`config.mk`:
```
export PLATFORM = sky130hd
export DESIGN_NAME = xnor_lfsr_gen
export DESIGN_NICKNAME = d
export VERILOG_FILES = /design/src/rtl/lfsr_pkg.sv /design/src/rtl/lfsr_shift_stage.sv /design/src/rtl/lfsr_step_chain.sv /design/src/rtl/lfsr_lock_detect.sv /design/src/rtl/xnor_lfsr_gen.sv
export SDC_FILE = /design/constraint.sdc
export NUM_CORES = 1
export LEC_CHECK = 0
export BUFFER_PORTS_ARGS = -buffer_cell sky130_fd_sc_hd__buf_4
export CAP_MARGIN = 20
export CORE_AREA = 2 2 200 202
export CTS_CLUSTER_SIZE = 12
export DETAILED_ROUTE_END_ITERATION = 8
export DIE_AREA = 0 0 202 204
export PLACE_DENSITY = 0.44
export SYNTH_ARGS = -nofsm -noshare
export SYNTH_HDL_FRONTEND = slang
export SYNTH_HIERARCHICAL = 1
export SYNTH_SLANG_ARGS = --single-unit
```
`constraint.sdc`:
```
create_clock -name clk -period 11.21 [get_ports clk]
set_input_delay 1.121 -clock clk [delete_from_list [all_inputs] [get_ports clk]]
set_output_delay 1.121 -clock clk [all_outputs]
set_load 0.005 [all_outputs]
```
`src/rtl/lfsr_pkg.sv`:
```
// Shared selection type for the pattern generator's next-state choice.
// Assumes nothing beyond the three update sources the top module uses.
package lfsr_pkg;
    typedef enum logic [1:0] {
        SEL_HOLD = 2'd0,
        SEL_LOAD = 2'd1,
        SEL_STEP = 2'd2
    } next_sel_e;

    // Priority: a load beats an advance, and an advance beats a hold.
    function automatic next_sel_e pick_source(input logic load, input logic adv);
        if (load)     return SEL_LOAD;
        else if (adv) return SEL_STEP;
        else          return SEL_HOLD;
    endfunction
endpackage

```
`src/rtl/lfsr_shift_stage.sv`:
```
// One combinational step: right shift by one with an inverted-XOR bit at the top.
// Assumes every tap index is below WIDTH.
module lfsr_shift_stage #(
    parameter int WIDTH = 32,
    parameter int TAP_A = 0,
    parameter int TAP_B = 1,
    parameter int TAP_C = 2,
    parameter int TAP_D = 22
) (
    input  logic [WIDTH-1:0] cur,
    output logic [WIDTH-1:0] nxt
);
    logic fb;

    // Feedback bit: the first tap is inverted, and the rest are XORed in.
    always_comb fb = ~cur[TAP_A] ^ cur[TAP_B] ^ cur[TAP_C] ^ cur[TAP_D];

    // Shift right and insert the feedback bit at the top.
    always_comb nxt = {fb, cur[WIDTH-1:1]};
endmodule

```
`src/rtl/lfsr_step_chain.sv`:
```
// Unrolled chain of STEPS single-bit stages that settles within one clock.
// Assumes STEPS >= 1; logic depth grows linearly with STEPS.
module lfsr_step_chain #(
    parameter int WIDTH = 32,
    parameter int STEPS = 32,
    parameter int TAP_A = 0,
    parameter int TAP_B = 1,
    parameter int TAP_C = 2,
    parameter int TAP_D = 22
) (
    input  logic [WIDTH-1:0] start,
    output logic [WIDTH-1:0] finish
);
    logic [WIDTH-1:0] link [0:STEPS];

    // Feed the chain input.
    always_comb link[0] = start;

    genvar g;
    generate
        for (g = 0; g < STEPS; g++) begin : g_stage
            lfsr_shift_stage #(
                .WIDTH(WIDTH), .TAP_A(TAP_A), .TAP_B(TAP_B),
                .TAP_C(TAP_C), .TAP_D(TAP_D)
            ) u_stage (
                .cur(link[g]),
                .nxt(link[g+1])
            );
        end
    endgenerate

    // Output of the last stage.
    always_comb finish = link[STEPS];
endmodule

```
`src/rtl/lfsr_lock_detect.sv`:
```
// Flags the stuck all-ones state. Assumes the inverted feedback, so that all
// ones is the only fixed point.
module lfsr_lock_detect #(
    parameter int WIDTH = 32
) (
    input  logic [WIDTH-1:0] state,
    output logic             stuck
);
    // AND-reduce the state bits.
    always_comb stuck = &state;
endmodule

```
`src/rtl/xnor_lfsr_gen.sv`:
```
// Top of the pattern generator. It holds the state, picks load, advance or
// hold, and flags the locked state. Assumes a synchronous active-low reset
// and that a load in the same cycle as an advance wins.
module xnor_lfsr_gen #(
    parameter int WIDTH         = 32,
    parameter int STEPS_PER_ADV = 32,
    parameter int TAP_A         = 0,
    parameter int TAP_B         = 1,
    parameter int TAP_C         = 2,
    parameter int TAP_D         = 22
) (
    input  logic             clk,
    input  logic             rst_n,
    input  logic             seed_load,
    input  logic [WIDTH-1:0] seed_value,
    input  logic             advance,
    output logic [WIDTH-1:0] word_out,
    output logic             locked
);
    import lfsr_pkg::*;

    localparam logic [WIDTH-1:0] RESET_WORD = '0;
    localparam logic [WIDTH-1:0] ALL_ONES   = '1;

    logic [WIDTH-1:0] state_q;
    logic [WIDTH-1:0] stepped;
    next_sel_e        sel;

    lfsr_step_chain #(
        .WIDTH(WIDTH), .STEPS(STEPS_PER_ADV),
        .TAP_A(TAP_A), .TAP_B(TAP_B), .TAP_C(TAP_C), .TAP_D(TAP_D)
    ) u_chain (
        .start (state_q),
        .finish(stepped)
    );

    lfsr_lock_detect #(.WIDTH(WIDTH)) u_lock (
        .state(state_q),
        .stuck(locked)
    );

    // Choose the update source, with load taking priority.
    always_comb sel = pick_source(seed_load, advance);

    // State register with synchronous reset.
    always_ff @(posedge clk) begin
        if (!rst_n) begin
            state_q <= RESET_WORD;
        end else begin
            case (sel)
                SEL_LOAD: state_q <= seed_value;
                SEL_STEP: state_q <= stepped;
                default:  state_q <= state_q;
            endcase
        end
    end

    // Present the state.
    always_comb word_out = state_q;

    // a load lands on the next edge, even when advance is also high.
    p_seed_lands_r2: assert property (@(posedge clk) disable iff (!rst_n)
        seed_load |=> word_out == $past(seed_value));

    // an idle cycle keeps the word.
    p_idle_holds_r4: assert property (@(posedge clk) disable iff (!rst_n)
        (!seed_load && !advance) |=> $stable(word_out));

    // the all-zero state is not stuck.
    p_zero_escapes_r5: assert property (@(posedge clk) disable iff (!rst_n)
        (!seed_load && advance && word_out == RESET_WORD) |=> word_out != RESET_WORD);

    // the all-ones state stays locked under an advance.
    p_lock_sticks_r7: assert property (@(posedge clk) disable iff (!rst_n)
        (!seed_load && advance && word_out == ALL_ONES) |=> (locked && word_out == ALL_ONES));
endmodule

```
-- Yosys cells after proc, flatten, opt, wreduce, memory -nomap -nowiden
Index checks and enable logic that the tools add are counted.
- bits in registers: 32
- bits of input ports: 36
- output and inout bits: 33
- word-level logic and storage cells: 136
- reductions and logical operators: 2
- bitwise operators: 128
- equal/unequal tests: 2
- muxes and demuxes: 3
- operators by type and width (operator ; number):
    bitwise XOR 1 bit ; 96
    case mux 32 bit (2 select lines) ; 1
    NOT 1 bit ; 32
    AND reduction 32 bit ; 1
    2-to-1 mux 2 bit ; 2
    == test 2 x 1 -> 1 bit, second input constant ; 1
    == test 2 bit, second input constant ; 1
    nonzero test 2 bit ; 1

-- Logic depth before layout (Yosys ltp)
- depth after elaboration: 8
- mapped depth: 42
- gate-level depth less buffers: 10

-- Modules after synthesis
The synthesis kept the hierarchy.
- by module, submodules not included (module ; times used ; sequential area each (um^2) ; cells each ; area an instance (um^2)):
    lfsr_shift_stage ; 32 ; 0.0 ; 35 ; 266.5
    xnor_lfsr_gen ; 1 ; 640.6 ; 141 ; 1778.0
    lfsr_lock_detect ; 1 ; 0.0 ; 11 ; 68.8

-- Least setup slack after synthesis
Ideal clock, no wire load.
- path kind: reg-to-reg
- start point: reg state_q[2], in the netlist word_out[2]
- end point: reg state_q[30], in the netlist word_out[30]
- period minus slack after synthesis: 5620 ps
- arrival: 5503 ps
- path slack: 5590 ps
- data required time: 11094 ps
- cell stages (with the launch flop): 43
- path buffers: 32
- setup time: 116 ps
- cell sequence: dfxtp_1 -> xnor2_1 -> xnor2_1 -> buf_4 -> buf_4 -> buf_4 -> buf_4 -> buf_4 -> buf_4 -> buf_4 -> buf_4 -> buf_4 -> buf_4 -> xnor2_1 -> xnor2_1 -> buf_4 -> buf_4 -> buf_4 -> [7 not listed] -> xnor2_1 -> xnor2_1 -> buf_4 -> buf_4 -> buf_4 -> buf_4 -> buf_4 -> buf_4 -> buf_4 -> buf_4 -> buf_4 -> buf_4 -> xnor2_1 -> xnor2_1 -> buf_4 -> buf_4 -> mux2_4 -> o211a_1
- word-level cells in the longest chain between the ends: 6
- elaborated cells between the ends (all ways): 7
- those cells by class: mux (1); bitwise (6)
- ends and longest elaborated chain (element ; RTL line ; source):
    from (decl) ; xnor_lfsr_gen.sv:25 ; logic [WIDTH-1:0] state_q;
    from (signal assigned) ; xnor_lfsr_gen.sv:51 ; SEL_LOAD: state_q <= seed_value;
    from (signal assigned) ; xnor_lfsr_gen.sv:52 ; SEL_STEP: state_q <= stepped;
    from (signal assigned) ; xnor_lfsr_gen.sv:53 ; default: state_q <= state_q;
    bitwise XOR 1 bit (2 in a row) ; lfsr_shift_stage.sv:16 ; always_comb fb = ~cur[TAP_A] ^ cur[TAP_B] ^ cur[TAP_C] ^ cur[TAP_D];
    via u_chain.g_stage[0].u_stage.fb ; lfsr_shift_stage.sv:13 ; logic fb;
    bitwise XOR 1 bit ; lfsr_shift_stage.sv:16 ;
    via u_chain.g_stage[10].u_stage.fb ; lfsr_shift_stage.sv:13 ;
    bitwise XOR 1 bit ; lfsr_shift_stage.sv:16 ;
    via u_chain.g_stage[20].u_stage.fb ; lfsr_shift_stage.sv:13 ;
    bitwise XOR 1 bit ; lfsr_shift_stage.sv:16 ;
    via u_chain.g_stage[30].u_stage.fb ; lfsr_shift_stage.sv:13 ;
    case mux 32 bit (2 select lines) ; xnor_lfsr_gen.sv:50 ; case (sel)
The timed path passes the listed nets, and every way through them passes these cells.
A chain may end at the register's enable or synchronous reset.

-- Final worst setup path
- start point: reg state_q[22], in the netlist word_out[22]
- end point: reg state_q[30], in the netlist word_out[30]
- word-level cells in the longest chain between the ends: 5
- elaborated cells between the ends (all ways): 7
- those cells by class: mux (1); bitwise (6)
- ends and longest elaborated chain (element ; RTL line ; source):
    bitwise XOR 1 bit ; lfsr_shift_stage.sv:16 ;
    via stepped[0] ; xnor_lfsr_gen.sv:26 ; logic [WIDTH-1:0] stepped;
    bitwise XOR 1 bit ; lfsr_shift_stage.sv:16 ;
    via stepped[10] ; xnor_lfsr_gen.sv:26 ;
    bitwise XOR 1 bit ; lfsr_shift_stage.sv:16 ;
    via stepped[20] ; xnor_lfsr_gen.sv:26 ;
    bitwise XOR 1 bit ; lfsr_shift_stage.sv:16 ;
    via stepped[30] ; xnor_lfsr_gen.sv:26 ;
    case mux 32 bit (2 select lines) ; xnor_lfsr_gen.sv:50 ;
The timed path passes the listed nets, and every way through them passes these cells.

==> metrics.txt <==
status finished clean; Layout area overhead -62.2%; pwr dens 304 mW/mm²; WL final 10.5 mm; WS Path Type reg2reg; HPWL Detailed 8.50 mm; layout cell share with drive strength beyond 1 34.7%; Lkg Pwr 1.56 nW; DR vias 1999; Clk pin slew, worst setup/hold paths 60 ps; Setup Skew 1.58 ps; initial core utilization 26.5%; core footprint 0.0392 mm²; RSZ-0062 raised after global routing false; area fraction in compound gates after synthesis 3.09%; Via density 2.39; hold-fix buffers at CTS 0; CP arrival 3310 ps; Post-Synth Simple-Gate Area 2.85%; Antenna Cells 0; DR iter-0 viols 67; # DRC 0; Largest register FFs 32; vias in the first global route 2146; worst-path maximum fanout 7; Rows 73; Worst EP required 11390 ps; Max IR drop VDD 84.6 µV; clk sinks 32; CTS Root Cell clkbuf_16; Mapped Area 0.0104 mm²; Post-Synthesis Cells 1272; hold crit path type reg2reg; Startpoint Class flop; setup violators final 0; Max Slew Vio Count 0; first-pass GRT wire length 15.0 mm; CP most frequent cell xnor2_1; area share of fa/ha/maj cells after synthesis 0%; die area 0.0412 mm²; wire per inst 12.5 µm; mux cell area share after synthesis 4.56%; fmax 0.319 GHz; clk buf depth 2; Worst path slowest cell dfxtp_1; FILL cells 4502; Cell variety after synth 15; Mapped Avg Cell Area 8.16 µm²; FF+latch count, synth 32; Final Hold Fails 0; CP max stage delay 560 ps; cell chain of the critical path xnor2_1, xnor2_1, xnor2_1, xnor2_1, xnor2_1, xnor2_1, xnor2_1, xnor2_1, mux2_4, o211a_1; worst-margin pin slew 627 ps; Synthesis Warnings 6; clk_lat worst skew 280 ps; minimum clock period 3140 ps; Die Y 204 µm; sequential area share after synthesis 6.17%; pre-CTS WS 8000 ps; final setup margin 8070 ps; GP Congestion 0.724; postcts setup bufs 0; Num CTS Buffers 5; Routed Antenna Nets 0; CTS tree done; Tcrit/Tclk final 28.0%; H-tree levels 2; max_cap viols 0; total gr overflow 0; drt pass-1 iters 4; CTS resizes 0; Post-Synth XOR/XNOR Area 8.10%; syn nets 1308; largest net degree at the start of global routing 65; Overall Global Routing Usage 5.09%; Layout Nets 346; largest family of logic cells by synthesized area buffers and inverters; I/O pin total 69; Die W 202 µm; Rel. slew slack 58.2%; PortBufs 68; setup_tns 0 ps; initial antenna violation count 0; CP endpoint kind flop
==> stage by stage <==
stage          instance area (µm²)  hold slack, ps  instances  total power [mW]  utilization, %
2_1_floorplan                10400             649       1272              4.93               -
3_3_place_gp                  3740             739        828              1.04            9.54
3_5_place_dp                  3740             746        828              1.03            9.54
4_1_cts                       3920             762        836              1.21            10.0
5_1_grt                       3920             793        836              1.26            10.0
6_report                      3920             759        836              1.19            10.0
==> cell usage in the layout (no fill, tap or decap) <==
master	instances
clkbuf_8	2
mux2_4	30
buf_4	68
xnor2_1	96
mux2_2	2
or4_1	2
dfxtp_1	32
nand2b_1	11
clkbuf_16	5
bufinv_16	1
nor2_1	1
nand4_1	8
o211a_1	32
or2b_1	21
==> cell usage after synthesis (all sizes together) <==
master / n / area share [%]
nor2: 1 / 0.036
o211a: 32 / 3.1
or2b: 21 / 1.5
dfxtp: 32 / 6.2
xnor2: 96 / 8.1
nand4: 8 / 0.48
clkbuf: 5 / 0.18
mux2: 32 / 4.6
nand2b: 11 / 0.66
buf: 1032 / 75
or4: 2 / 0.14
==> per-layer routing <==
layer	global-route usage (%)	vias to the layer above	share of wire, %
met5	0	-	0
met4	2.15	0	2.1
met3	1.47	7	5.7
met2	9.95	36	56
met1	4.94	983	36
li1	-	973	-
==> cells by family (layout without fill, tap and decap cells) <==
family | after synthesis | count (layout)
compound gates | 32 | 32
buf+inv | 1037 | 76
flops | 32 | 32
simple gates | 43 | 43
xor+xnor | 96 | 96
mux | 32 | 32
==> final timing paths <==
kind                                   start           end  slack [ps]  cells after the start
worst max-delay path            word_out[22]  word_out[30]        8070                     10
worst min-delay path             word_out[0]   word_out[0]         760                      2
worst max register to register  word_out[22]  word_out[30]        8070                     10
worst min register to register   word_out[0]   word_out[0]         760                      2
==> critical path: cells and delay by family, from the launching register on <==
| family | cells | cell delay (ps) |
|---|---|---|
| AO/OA/AOI/OAI | 1 | 190 |
| flip-flops | 1 | 560 |
| XOR/XNOR | 8 | 2020 |
| multiplexers | 1 | 260 |
==> where the power goes <==
group	internal (mW)	leakage, nW	switching, mW
clock network	0.117	0.0901	0.0538
logic	0.472	1.20	0.321
registers	0.145	0.267	0.0813
total	0.734	1.56	0.456
==> area by class of cell <==
| type | count | area [µm²] | area share [%] |
|---|---|---|---|
| repair buffers | 68 | 510 | 13.0 |
| clock inverters | 1 | 30.0 | 0.766 |
| well taps | 525 | 657 | 16.8 |
| flip-flops and latches | 32 | 641 | 16.3 |
| clock buffers | 7 | 153 | 3.89 |
| multi-input cells | 203 | 1930 | 49.2 |
Note: power is estimated with default switching activity, not from simulation.
